## src/rtl/standby_pkg.sv

```systemverilog
package standby_pkg;
  typedef enum logic {
    ST_RUN   = 1'b0,
    ST_SLEEP = 1'b1
  } pwr_state_e;
endpackage

```

## src/rtl/aon_timer.sv

```systemverilog
module aon_timer #(
  parameter int unsigned PERIOD = 1024,
  localparam int unsigned CW = (PERIOD > 1) ? $clog2(PERIOD) : 1
) (
  input  logic          clk_i,
  input  logic          rst_ni,
  input  logic          clr_i,
  output logic [CW-1:0] cnt_o,
  output logic          tick_o
);
  localparam logic [CW-1:0] LAST = CW'(PERIOD - 1);

  logic [CW-1:0] cnt_q;
  logic          tick_q;
  logic          at_last;

  assign at_last = (cnt_q == LAST);

  always_ff @(posedge clk_i or negedge rst_ni) begin
    if (!rst_ni) begin
      cnt_q  <= '0;
      tick_q <= 1'b0;
    end else if (clr_i) begin
      cnt_q  <= '0;
      tick_q <= 1'b0;
    end else begin
      cnt_q  <= at_last ? '0 : cnt_q + 1'b1;
      tick_q <= at_last;
    end
  end

  assign cnt_o  = cnt_q;
  assign tick_o = tick_q;

  p_timer_wrap_r6: assert property (@(posedge clk_i) disable iff (!rst_ni)
    (cnt_q == LAST) && !clr_i |=> (cnt_q == '0) && tick_q);
  p_tick_single_r6: assert property (@(posedge clk_i) disable iff (!rst_ni)
    tick_q && !clr_i |=> !tick_q || (PERIOD == 1));
endmodule

```

## src/rtl/irq_sampler.sv

```systemverilog
module irq_sampler #(
  parameter int unsigned IRQ_W = 6
) (
  input  logic             clk_i,
  input  logic             rst_ni,
  input  logic             clr_i,
  input  logic [IRQ_W-1:0] irq_i,
  input  logic             timer_tick_i,
  output logic             wake_o
);
  logic [IRQ_W-1:0] irq_q;

  always_ff @(posedge clk_i or negedge rst_ni) begin
    if (!rst_ni)    irq_q <= '0;
    else if (clr_i) irq_q <= '0;
    else            irq_q <= irq_i;
  end

  assign wake_o = (|irq_q) | timer_tick_i;

  p_sample_r5: assert property (@(posedge clk_i) disable iff (!rst_ni)
    (|irq_i) && !clr_i |=> wake_o);
endmodule

```

## src/rtl/standby_fsm.sv

```systemverilog
module standby_fsm
  import standby_pkg::*;
(
  input  logic clk_i,
  input  logic rst_ni,
  input  logic clr_i,
  input  logic wait_done_i,
  input  logic bus_idle_i,
  input  logic wake_i,
  output logic standby_o,
  output logic wait_nop_o,
  output logic int_en_o
);
  pwr_state_e state_q, state_d;
  logic       nop_q, nop_d;
  logic       ie_q, ie_d;
  logic       running;

  assign running = (state_q == ST_RUN);

  always_comb begin
    state_d = state_q;
    nop_d   = 1'b0;
    ie_d    = ie_q;
    unique case (state_q)
      ST_RUN: begin
        if (wait_done_i) begin
          ie_d = 1'b1;
          if (bus_idle_i) state_d = ST_SLEEP;
          else            nop_d   = 1'b1;
        end
      end
      ST_SLEEP: begin
        if (wake_i) state_d = ST_RUN;
      end
      default: state_d = ST_RUN;
    endcase
  end

  always_ff @(posedge clk_i or negedge rst_ni) begin
    if (!rst_ni) begin
      state_q <= ST_RUN;
      nop_q   <= 1'b0;
      ie_q    <= 1'b0;
    end else if (clr_i) begin
      state_q <= ST_RUN;
      nop_q   <= 1'b0;
      ie_q    <= 1'b0;
    end else begin
      state_q <= state_d;
      nop_q   <= nop_d;
      ie_q    <= ie_d;
    end
  end

  assign standby_o  = (state_q == ST_SLEEP);
  assign wait_nop_o = nop_q;
  assign int_en_o   = ie_q;

  p_entry_idle_r2: assert property (@(posedge clk_i) disable iff (!rst_ni)
    $rose(standby_o) |-> $past(wait_done_i && bus_idle_i && !clr_i));
  p_nop_busy_r3: assert property (@(posedge clk_i) disable iff (!rst_ni)
    wait_nop_o |-> !standby_o && $past(wait_done_i && !bus_idle_i && running));
  p_ie_set_r4: assert property (@(posedge clk_i) disable iff (!rst_ni)
    running && wait_done_i && !clr_i |=> int_en_o);
  p_wake_r5: assert property (@(posedge clk_i) disable iff (!rst_ni)
    standby_o && wake_i |=> !standby_o);
  p_hold_r7: assert property (@(posedge clk_i) disable iff (!rst_ni)
    standby_o && !wake_i && !clr_i |=> standby_o && !wait_nop_o);
  p_warm_r8: assert property (@(posedge clk_i) disable iff (!rst_ni)
    clr_i |=> !standby_o && !int_en_o && !wait_nop_o);
endmodule

```

## src/rtl/standby_ctrl.sv

```systemverilog
module standby_ctrl #(
  parameter int unsigned IRQ_W        = 6,
  parameter int unsigned TIMER_PERIOD = 1024,
  localparam int unsigned CNT_W = (TIMER_PERIOD > 1) ? $clog2(TIMER_PERIOD) : 1
) (
  input  logic             clk_i,
  input  logic             rst_ni,
  input  logic             warm_rst_i,
  input  logic             wait_done_i,
  input  logic             bus_idle_i,
  input  logic [IRQ_W-1:0] irq_i,
  output logic             core_clk_en_o,
  output logic             standby_o,
  output logic             wait_nop_o,
  output logic             int_en_o,
  output logic [CNT_W-1:0] timer_cnt_o,
  output logic             timer_irq_o
);
  logic tick;
  logic wake;
  logic sb;

  aon_timer #(.PERIOD(TIMER_PERIOD)) u_timer (
    .clk_i  (clk_i),
    .rst_ni (rst_ni),
    .clr_i  (warm_rst_i),
    .cnt_o  (timer_cnt_o),
    .tick_o (tick)
  );

  irq_sampler #(.IRQ_W(IRQ_W)) u_irq (
    .clk_i        (clk_i),
    .rst_ni       (rst_ni),
    .clr_i        (warm_rst_i),
    .irq_i        (irq_i),
    .timer_tick_i (tick),
    .wake_o       (wake)
  );

  standby_fsm u_fsm (
    .clk_i       (clk_i),
    .rst_ni      (rst_ni),
    .clr_i       (warm_rst_i),
    .wait_done_i (wait_done_i),
    .bus_idle_i  (bus_idle_i),
    .wake_i      (wake),
    .standby_o   (sb),
    .wait_nop_o  (wait_nop_o),
    .int_en_o    (int_en_o)
  );

  assign standby_o     = sb;
  assign core_clk_en_o = !sb;
  assign timer_irq_o   = tick;

  // always-on timer must advance while the core is frozen
  p_timer_runs_r6: assert property (@(posedge clk_i) disable iff (!rst_ni)
    sb && !warm_rst_i && !timer_irq_o |=> timer_cnt_o != $past(timer_cnt_o));
  p_timer_wakes_r6: assert property (@(posedge clk_i) disable iff (!rst_ni)
    sb && timer_irq_o |=> core_clk_en_o);
endmodule

```

## config.mk

```make
export PLATFORM = sky130hd
export DESIGN_NAME = standby_ctrl
export DESIGN_NICKNAME = d
export VERILOG_FILES = /design/src/rtl/standby_pkg.sv /design/src/rtl/aon_timer.sv /design/src/rtl/irq_sampler.sv /design/src/rtl/standby_fsm.sv /design/src/rtl/standby_ctrl.sv
export SDC_FILE = /design/constraint.sdc
export NUM_CORES = 1
export LEC_CHECK = 0
export BUFFER_PORTS_ARGS = -buffer_cell sky130_fd_sc_hd__buf_2
export CORE_MARGIN = 5
export CORE_UTILIZATION = 35
export CTS_CLUSTER_SIZE = 12
export DETAILED_ROUTE_END_ITERATION = 16
export PLACE_DENSITY = 0.68
export SETUP_SLACK_MARGIN = 0.15
export SLEW_MARGIN = 20
export SYNTH_ARGS = -nofsm -noshare
export SYNTH_HDL_FRONTEND = slang
export SYNTH_SLANG_ARGS = --single-unit
```

## constraint.sdc

```tcl
create_clock -name clk_i -period 1.3 [get_ports clk_i]
set_input_delay 0.325 -clock clk_i [delete_from_list [all_inputs] [get_ports clk_i]]
set_output_delay 0.325 -clock clk_i [all_outputs]
set_load 0.02 [all_outputs]
```

==> results of run 1 <==
## path summary, 6_finish.rpt
path,start,endpoint,slack (ps),cells after the start
min in group asynchronous,rst_ni,u_timer.cnt_o[9]$_DFF_PN0_,480,2
min reg2reg,u_fsm.int_en_o$_DFFE_PN0P_,u_fsm.int_en_o$_DFFE_PN0P_,530,2
max,u_timer.cnt_o[1]$_DFF_PN0_,u_timer.cnt_o[8]$_DFF_PN0_,-70,4
min,bus_idle_i,u_fsm.wait_nop_o$_DFF_PN0_,180,2
max reg2reg,u_timer.cnt_o[1]$_DFF_PN0_,u_timer.cnt_o[8]$_DFF_PN0_,-70,4
max in group asynchronous,rst_ni,u_timer.cnt_o[4]$_DFF_PN0_,480,2
## power groups by stage
stage,clock [mW],sequential [mW],combinational [mW]
floorplan,0,0.702,0.0470
global placement,0,0.679,0.133
detailed placement,0,0.680,0.137
CTS,0.522,0.671,0.177
global route,0.561,0.674,0.211
finish,0.513,0.671,0.196
## cell families (layout without fill, tap and decap cells)
family	count (synthesis)	after routing	share of synthesized area
AOI/OAI and AO/OA	13	13	0.0965
xor gates and xnor gates	3	3	0.0307
adders and majority gates	1	1	0.0146
buffers and inverters	4	58	0.0175
DFF	20	20	0.585
and+or+nand+nor	37	37	0.256
## stage by stage
| step | std cells | util | hold WS, ps |
|---|---|---|---|
| after global routing | 162 | 0.603 | 146 |
| after detailed placement | 138 | 0.451 | 298 |
| after global placement | 138 | 0.451 | 289 |
| after floorplan | 78 | - | 29.4 |
| final | 162 | 0.603 | 178 |
| after CTS | 157 | 0.571 | 164 |
## what timing repair did
action                     CTS  global route
cloned                       0             0
resized for setup           40            13
hold endpoints to repair    20             0
hold buffers                 1             0
setup buffers               14             5
setup endpoints to repair   23            25
pin swaps                    6             3
## final cells by class
class	count	area (um^2)	share of cell area
clock buffers	3	22.5	0.0155
inverters	3	11.3	0.00775
repair buffers	51	432	0.297
clock inverters	1	30.0	0.0207
multi-input cells	54	410	0.283
well taps	30	37.5	0.0258
flip-flops and latches	20	509	0.351
## sequential cells by signal, summed over array words and instances (netlist names)
| register | cells |
|---|---|
| u_timer.tick_o | 1 |
| u_fsm.int_en_o | 1 |
| u_fsm.wait_nop_o | 1 |
| u_timer.cnt_o | 10 |
| u_fsm.standby_o | 1 |
| u_irq.irq_q | 6 |
## metal layers
metal / wire [um] / share of wire
met1: 1040 / 0.42
met3: 187 / 0.075
met2: 1250 / 0.50
met5: 0 / 0
met4: 23 / 0.0092
## worst max-delay path: stages (launching register included)
cell and delay [ps]:
dfrtp_2 440, ha_4 150, nand4_1 190, or3_1 370, a21oi_1 160
## Yosys cell counts (2+ instances only)
cell type / n / area (um^2)
nand3_1: 3 / 15.0
inv_1: 3 / 11.3
nand4_1: 2 / 12.5
o21ai_0: 4 / 20.0
nand2_1: 3 / 11.3
a21oi_1: 3 / 15.0
xor2_1: 2 / 17.5
nor2b_1: 7 / 43.8
or3_1: 2 / 12.5
dfrtp_1: 20 / 500
nor2_1: 9 / 33.8
==> reports/metrics.cfg, run 1 <==
[timing]
report.final.slew_viol_count=0
tns_ps=-365
layout_min_cycle_time_ps=1370
fin_worst_skew_ps=4.51
tightestPinTransition_ps=464
layout_setup_ws_ps=-67.6
slew_headroom=0.691
rsz0062_at_grt=true
max_freq_mhz=731
setup_violations=10
final.period_utilization=1.05
hold_violations=0

[layout]
fillers=184
most-common-layout-cells=buf_4 (21), buf_6 (19), dfrtp_1 (13)
layout_commonest_cell=buf_4
fin_nets=145
drive_gt1_frac=0.598
diodes=0
syn_to_final_growth_pct=69.7
final_cell_area_um2=1450

[clock_network]
cts.sinks=20
clock_latency_ps=310
clk_pin_slew_ps=120
cts_tree=built
cts_made_buffers=3
h-tree-depth=1
cts_root_buf=clkbuf_4
clk_path_buf_depth=2

[worst_hold_path]
hold_class=input port to flip-flop

[pwr]
power.total_mw=1.38
leakagePower_nw=0.651
seq_power_share=0.486
ir_drop_mv=0.907
power_frac_comb=0.142
power_density_nw_per_um2=950
switching_share=0.230
clock_power_share=0.372
p_int_mw=1.06
power_switching_uw=318

[global_routing]
grt_pass1_wl_um=3680
use_met1=0.162
use_met2=0.239
grt_pass1_vias=798
use_met3=0.0632
overflow=0
grt-busiest-layer=met2
grtUsageTotal=0.139
antenna_found_initial=0
grt_max_degree=21

[drt]
dr.pass1.iters=4
dr.first_iter.drc_count=10
vias=830
via_per_inst=5.12
wirelength_um=2500
drc=0
antenna_left=0
wl_per_cell_um=15.5

[synth]
synth_edf_count=0
ys_ff_latch=20
yosysSeqAreaShare=0.585
syn_nets=90
synthArstFlopShare=1.00
synth_flop_cell=dfrtp_1
netlist_instances=78
avgSynthCellArea_um2=11.0
yosysUniqueCellTypes=31
yosys_warnings=0
syn_area_um2=856

[critical_path]
worstSetupPathType=flip-flop to flip-flop
crit_fanout=4
arrival_ps=1610
required_ps=1540
crit_path_end_kind=flip-flop
crit_path_start_kind=flip-flop

[floorplan]
die_w_um=59.5
dieArea_um2=3530
initial_core_util=0.355
num_rows=18
core_area_um2=2410
io_pins=26
dieHeight_um=59.5

[placed_design]
dpl-instance-area_um2=1090
preCtsSetupSlack_ps=-81.3
dp_hpwl_um=1350
gp_congestion=0.845
port_buffers=25

[run_status]
status=finished, violations left
violations=setup timing

[run]
drv_cap=0

No activity file was read; power rests on OpenSTA's default activity.
==> run 2: changes to the inputs <==
--- a/config.mk
+++ b/config.mk
@@ -6,11 +6,11 @@
 export NUM_CORES = 1
 export LEC_CHECK = 0
 export BUFFER_PORTS_ARGS = -buffer_cell sky130_fd_sc_hd__buf_2
-export CORE_MARGIN = 5
-export CORE_UTILIZATION = 35
+export CORE_MARGIN = 2
+export CORE_UTILIZATION = 44
 export CTS_CLUSTER_SIZE = 12
 export DETAILED_ROUTE_END_ITERATION = 16
-export PLACE_DENSITY = 0.68
+export PLACE_DENSITY = 0.81
 export SETUP_SLACK_MARGIN = 0.15
 export SLEW_MARGIN = 20
 export SYNTH_ARGS = -nofsm -noshare
==> reports/metrics.cfg, run 2 (same netlist as run 1, synthesis figures left out) <==
[critical_path]
r2r_start=u_timer.cnt_o[0]$_DFF_PN0_
worstSetupPathType=flip-flop to flip-flop
cp_slowest_cell=or3_4
crit_start=u_timer.cnt_o[0]$_DFF_PN0_
crit_path_end_kind=flip-flop
slowest_delay_ps=440  ; about the same
crit_fanout=4  ; unchanged
arrival_ps=1620  ; about the same
cp_cell_sequence=ha_4, nand4_1, or3_4, a21oi_2
crit_path_start_kind=flip-flop
reg2reg_slack_ps=-90  ; -30 ps
required_ps=1520  ; -20 ps

[layout]
final_cell_count_no_fill=153  ; -5.6%
diodes=0  ; unchanged
layout_commonest_cell=buf_6
fin_nets=141  ; -2.8%
largest_reg_flops=10  ; unchanged
multi_input_area_um2=415  ; +1.2%
most-common-layout-cells=buf_6 (19), buf_4 (17), dfrtp_1 (12)
syn_to_final_growth_pct=63.2
final_cell_area_um2=1400  ; -3.9%
regArea_um2=510  ; +0.25%
fillers=113  ; -39%
drive_gt1_frac=0.594  ; -0.00473

[floorplan]
die_w_um=48.1  ; -19%
dieArea_um2=2310  ; -35%
io_pins=26  ; unchanged
core_area_um2=1780  ; -26%
dieHeight_um=48.1  ; -19%
num_rows=15  ; -3
initial_core_util=0.480  ; +0.125

[placed_design]
dpl-instance-area_um2=1080  ; -0.57%
dp_hpwl_um=1200  ; -11%
dpl.cell_count=133  ; -3.6%
gp_congestion=0.786  ; -6.9%
port_buffers=25  ; unchanged

[timing]
max_freq_mhz=717  ; -1.9%
final.period_utilization=1.07  ; +0.0205
slew_headroom=0.701  ; +0.0103
tns_ps=-166  ; +199 ps
hold_violations=0  ; unchanged
layout_min_cycle_time_ps=1390  ; +26.6 ps
fin_worst_skew_ps=3.08  ; -1.43 ps
report.final.slew_viol_count=0  ; unchanged
rsz0062_at_grt=true
tightestPinTransition_ps=448  ; -15.5 ps
layout_setup_ws_ps=-94.2  ; -26.6 ps
setup_violations=4  ; -6
hold_ws_ps=183  ; +5.72 ps

[drt]
wl_per_cell_um=13.9  ; -10%
wirelength_um=2130  ; -15%
dr.first_iter.drc_count=10  ; unchanged
via_per_inst=5.33  ; +4.1%
vias=816  ; -1.7%
antenna_left=0  ; unchanged
dr.pass1.iters=4  ; unchanged
drc=0  ; unchanged

[run]
drv_cap=0  ; unchanged

[run_status]
violations=setup timing
status=finished, violations left

[clock_network]
clock_latency_ps=300  ; about the same
h-tree-depth=1  ; unchanged
clk_path_buf_depth=2  ; unchanged
cts.sinks=20  ; unchanged
cts_tree=built
cts_made_buffers=3  ; unchanged
clk_pin_slew_ps=110  ; about the same
cts_root_buf=clkbuf_4

[worst_hold_path]
hold_class=input port to flip-flop
hold_start=bus_idle_i

[pwr]
ir_drop_mv=0.677  ; -25%
leakagePower_nw=0.617  ; -5.2%
power_density_nw_per_um2=835  ; -12%
power.total_mw=1.17  ; -16%

[global_routing]
grt_pass1_wl_um=3180  ; -14%
grtUsageTotal=0.204  ; +0.0653
grt_pass1_vias=715  ; -10%
antenna_found_initial=0  ; unchanged
grt_max_degree=21  ; unchanged
overflow=0  ; unchanged

-- run 2: final timing paths --
kind                                               to  cells after the start
min in group asynchronous  u_fsm.int_en_o$_DFFE_PN0P_                      2
hold reg to reg            u_fsm.int_en_o$_DFFE_PN0P_                      2
max in group asynchronous  u_timer.cnt_o[3]$_DFF_PN0_                      2
setup reg to reg           u_timer.cnt_o[8]$_DFF_PN0_                      4
hold / removal             u_fsm.wait_nop_o$_DFF_PN0_                      2
setup / recovery           u_timer.cnt_o[8]$_DFF_PN0_                      4
-- run 2: final cells by class --
type	count	share of cell area
clock buffers	4	0.0188
inverters	3	0.00806
multi-input cells	54	0.297
flip-flops and latches	20	0.366
well taps	25	0.0224
repair buffers	47	0.288
-- run 2: what timing repair did --
action	CTS	global route
pin swaps	7	9
buffers inserted	9	6
endpoints found under the hold margin	20	0
gates resized for setup	33	23
endpoints found under the setup margin	23	24
hold buffers	1	0
-- run 2: report_power, final --
| group | internal [mW] | leakage [nW] | total, mW | switching (mW) |
|---|---|---|---|---|
| Combinational | 0.101 | 0.347 | 0.193 | 0.0920 |
| Sequential | 0.649 | 0.255 | 0.670 | 0.0218 |
| Clock | 0.120 | 0.0150 | 0.302 | 0.183 |
| Total | 0.869 | 0.617 | 1.17 | 0.296 |
-- run 2: stage by stage --
step	setup WS, ps	util
after floorplan	-1.86	-
after global placement	27.9	0.606
after detailed placement	-47.3	0.606
after CTS	6.56	0.721
after global routing	-125	0.783
final	-94.2	0.783
-- run 2: critical path, delay by kind of cell, from the launching register on --
kind	cells	cell delay, ps
and+or+nand+nor	2	600
DFF	1	410
AOI/OAI and AO/OA	1	160
adders and majority gates	1	140
-- run 2: metal layers --
layer,vias up,routed length [um],track usage
met5,-,0,0
met4,0,101,0.0811
met3,11,127,0.0370
met2,37,974,0.339
met1,384,922,0.265
li1,384,-,-
==> run 3: changes to the inputs <==
--- a/config.mk
+++ b/config.mk
@@ -5,12 +5,13 @@
 export SDC_FILE = /design/constraint.sdc
 export NUM_CORES = 1
 export LEC_CHECK = 0
+export ABC_AREA = 1
 export BUFFER_PORTS_ARGS = -buffer_cell sky130_fd_sc_hd__buf_2
 export CORE_MARGIN = 2
 export CORE_UTILIZATION = 44
 export CTS_CLUSTER_SIZE = 12
 export DETAILED_ROUTE_END_ITERATION = 16
-export PLACE_DENSITY = 0.81
+export PLACE_DENSITY = 0.8
 export SETUP_SLACK_MARGIN = 0.15
 export SLEW_MARGIN = 20
 export SYNTH_ARGS = -nofsm -noshare
==> reports/metrics.cfg, run 3 <==
[global_routing]
overflow=0  ; unchanged
grt_pass1_wl_um=3330  ; +4.6%
grt_pass1_vias=750  ; +4.9%
grt_max_degree=21  ; unchanged
grtUsageTotal=0.189  ; -0.0159
antenna_found_initial=0  ; unchanged

[critical_path]
crit_start=u_timer.cnt_o[1]$_DFF_PN0_
arrival_ps=1510  ; -110 ps
worstSetupPathType=flip-flop to flip-flop
r2r_end=u_timer.cnt_o[8]$_DFF_PN0_
crit_path_start_kind=flip-flop
crit_path_end_kind=flip-flop
reg2reg_slack_ps=30  ; +120 ps
crit_fanout=4  ; unchanged
required_ps=1540  ; +20 ps
r2r_start=u_timer.cnt_o[1]$_DFF_PN0_
rr_worst_depth=7  ; +3

[timing]
final.period_utilization=0.980  ; -0.0926
max_freq_mhz=785  ; +9.5%
slew_headroom=0.689  ; -0.0121
hold_violations=0  ; unchanged
setup_violations=0  ; -4
tightestPinTransition_ps=467  ; +18.2 ps
layout_setup_ws_ps=26.2  ; +120 ps
tns_ps=0  ; +166 ps
report.final.slew_viol_count=0  ; unchanged
layout_min_cycle_time_ps=1270  ; -120 ps
hold_ws_ps=173  ; -10.4 ps
rsz0062_at_grt=true
fin_worst_skew_ps=2.33  ; -0.747 ps

[clock_network]
cts_tree=built
clk_path_buf_depth=2  ; unchanged
cts.sinks=20  ; unchanged
cts_made_buffers=3  ; unchanged
clock_latency_ps=310  ; about the same
clk_pin_slew_ps=120  ; about the same
cts_root_buf=clkbuf_4
h-tree-depth=1  ; unchanged

[synth]
ys_ff_latch=20  ; unchanged
syn_area_um2=896  ; +4.7%
syn_nets=109  ; +21%
yosysSeqAreaShare=0.559  ; -0.0261
netlist_instances=97  ; +24%
synth.area.top_cells=dfrtp_1 (56%), nand2_1 (7.5%), inv_1 (6.7%), nor2_1 (5.4%), nor2_2 (4.9%)
avgSynthCellArea_um2=9.24  ; -16%
netlist.area_leader.share=0.559  ; -0.0261
synthMostInstantiatedCell=dfrtp_1
ys_top_cells_by_count=dfrtp_1 (20), nand2_1 (18), inv_1 (16)
synthArstFlopShare=1.00  ; unchanged
synth_edf_count=0  ; unchanged
yosysUniqueCellTypes=20  ; -35%
yosysTopAreaCell=dfrtp_1
synth_flop_cell=dfrtp_1
yosys_warnings=0  ; unchanged

[run]
drv_cap=0  ; unchanged

[worst_hold_path]
min_path_cells=2  ; unchanged
min_to=u_fsm.wait_nop_o$_DFF_PN0_
hold_start=bus_idle_i
hold_class=input port to flip-flop

[floorplan]
dieArea_um2=2410  ; +4.3%
initial_core_util=0.461  ; -0.0187
io_pins=26  ; unchanged
dieHeight_um=49.1  ; +2.1%
core_area_um2=1940  ; +8.9%
num_rows=16  ; +1
die_w_um=49.1  ; +2.1%

[layout]
syn_to_final_growth_pct=54.6
drive_gt1_frac=0.482  ; -0.111
fin_nets=154  ; +9.2%
most-common-layout-cells=buf_6 (18), nand2_1 (16), dfrtp_1 (16)
diodes=0  ; unchanged
regArea_um2=505  ; -0.98%
final_util=0.713  ; -0.0699
fillers=159  ; +41%
final_cell_area_um2=1390  ; -0.81%
largest_reg_flops=10  ; unchanged
multi_input_area_um2=383  ; -7.8%
layout_commonest_cell=buf_6

[run_status]
status=complete, no violations

[pwr]
power_density_nw_per_um2=971  ; +16%
switching_share=0.231  ; -0.0237
ir_drop_mv=0.685  ; +1.2%
leakagePower_nw=0.693  ; +12%
clock_power_share=0.382  ; +0.123
p_int_mw=1.03  ; +19%
power_switching_uw=310  ; +4.7%
seq_power_share=0.492  ; -0.083
power_frac_comb=0.126  ; -0.040

[drt]
antenna_left=0  ; unchanged
route.met3.wl_um=133  ; +4.7%
wl_per_cell_um=13.5  ; -2.5%
dr.pass1.iters=6  ; +2
drc=0  ; unchanged
highest_layer=met4
wl_met2_um=1180  ; +21%
dr.first_iter.drc_count=9  ; -1
vias=806  ; -1.2%
wirelength_um=2270  ; +7.0%
via_per_inst=4.80  ; -10%
wl_met1_um=879  ; -4.7%

[placed_design]
port_buffers=25  ; unchanged
dp_hpwl_um=1290  ; +7.4%
preCtsSetupSlack_ps=105  ; +153 ps
dpl-instance-area_um2=1070  ; -0.93%
gp_congestion=0.801  ; +1.9%

-- run 3: critical path, cell delays in order, from the launching register on --
cell and delay (ps):
dfrtp_2 470, ha_4 180, nand2_4 80, nor2_4 50, buf_4 140, nand2_1 80
nand2_1 70, nor2_1 130
-- run 3: timing repair --
item / in CTS / in global routing
pin swaps: 0 / 5
hold buffers: 1 / 0
setup buffers: 9 / 6
hold endpoints to repair: 20 / 0
endpoints found under the setup margin: 21 / 24
resized for setup: 30 / 12
-- run 3: area by class of cell --
class | instances | share of cell area
well taps | 27 | 0.0244
multi-input cells | 60 | 0.276
flip-flops and latches | 20 | 0.365
repair buffers | 41 | 0.253
clock inverters | 1 | 0.0217
clock buffers | 3 | 0.0163
inverters | 16 | 0.0434
-- run 3: power by group through the flow --
stage	Clock (mW)	Sequential, mW	Combinational [mW]
after global placement	0	0.671	0.110
after floorplan	0	0.688	0.0471
after global routing	0.531	0.665	0.181
final	0.514	0.662	0.169
after CTS	0.512	0.661	0.148
after detailed placement	0	0.673	0.117
-- run 3: routing by layer --
metal  global-route usage  vias up
li1                     -      383
met1                0.220      382
met2                0.309       30
met3               0.0552       11
met4                0.105        0
met5                    0        -
-- run 3: logic make-up (layout without fill, tap and decap cells) --
| family | Yosys count | in the layout | synth area share |
|---|---|---|---|
| AND/OR/NAND/NOR | 52 | 52 | 0.309 |
| adder cells (fa/ha/maj) | 1 | 1 | 0.0140 |
| buffers and inverters | 17 | 61 | 0.0712 |
| flip-flops | 20 | 20 | 0.559 |
| AO/OA/AOI/OAI | 6 | 6 | 0.0377 |
| XOR/XNOR | 1 | 1 | 0.00978 |
-- run 3: through the flow --
stage	cells	power [mW]
after floorplan	97	0.735
after global placement	148	0.781
after detailed placement	148	0.790
after CTS	162	1.32
after global routing	168	1.38
final	168	1.35
-- run 3: worst max-delay path by stage --
stage                                             to  slack (ps)  cells past startpoint
after floorplan           u_timer.cnt_o[0]$_DFF_PN0_         110                      6
after global placement    u_timer.cnt_o[3]$_DFF_PN0_         170                      6
after detailed placement  u_timer.cnt_o[5]$_DFF_PN0_         110                      6
after CTS                             timer_cnt_o[0]          60                      1
after global routing      u_timer.cnt_o[8]$_DFF_PN0_         -40                      7
final                     u_timer.cnt_o[8]$_DFF_PN0_          30                      7
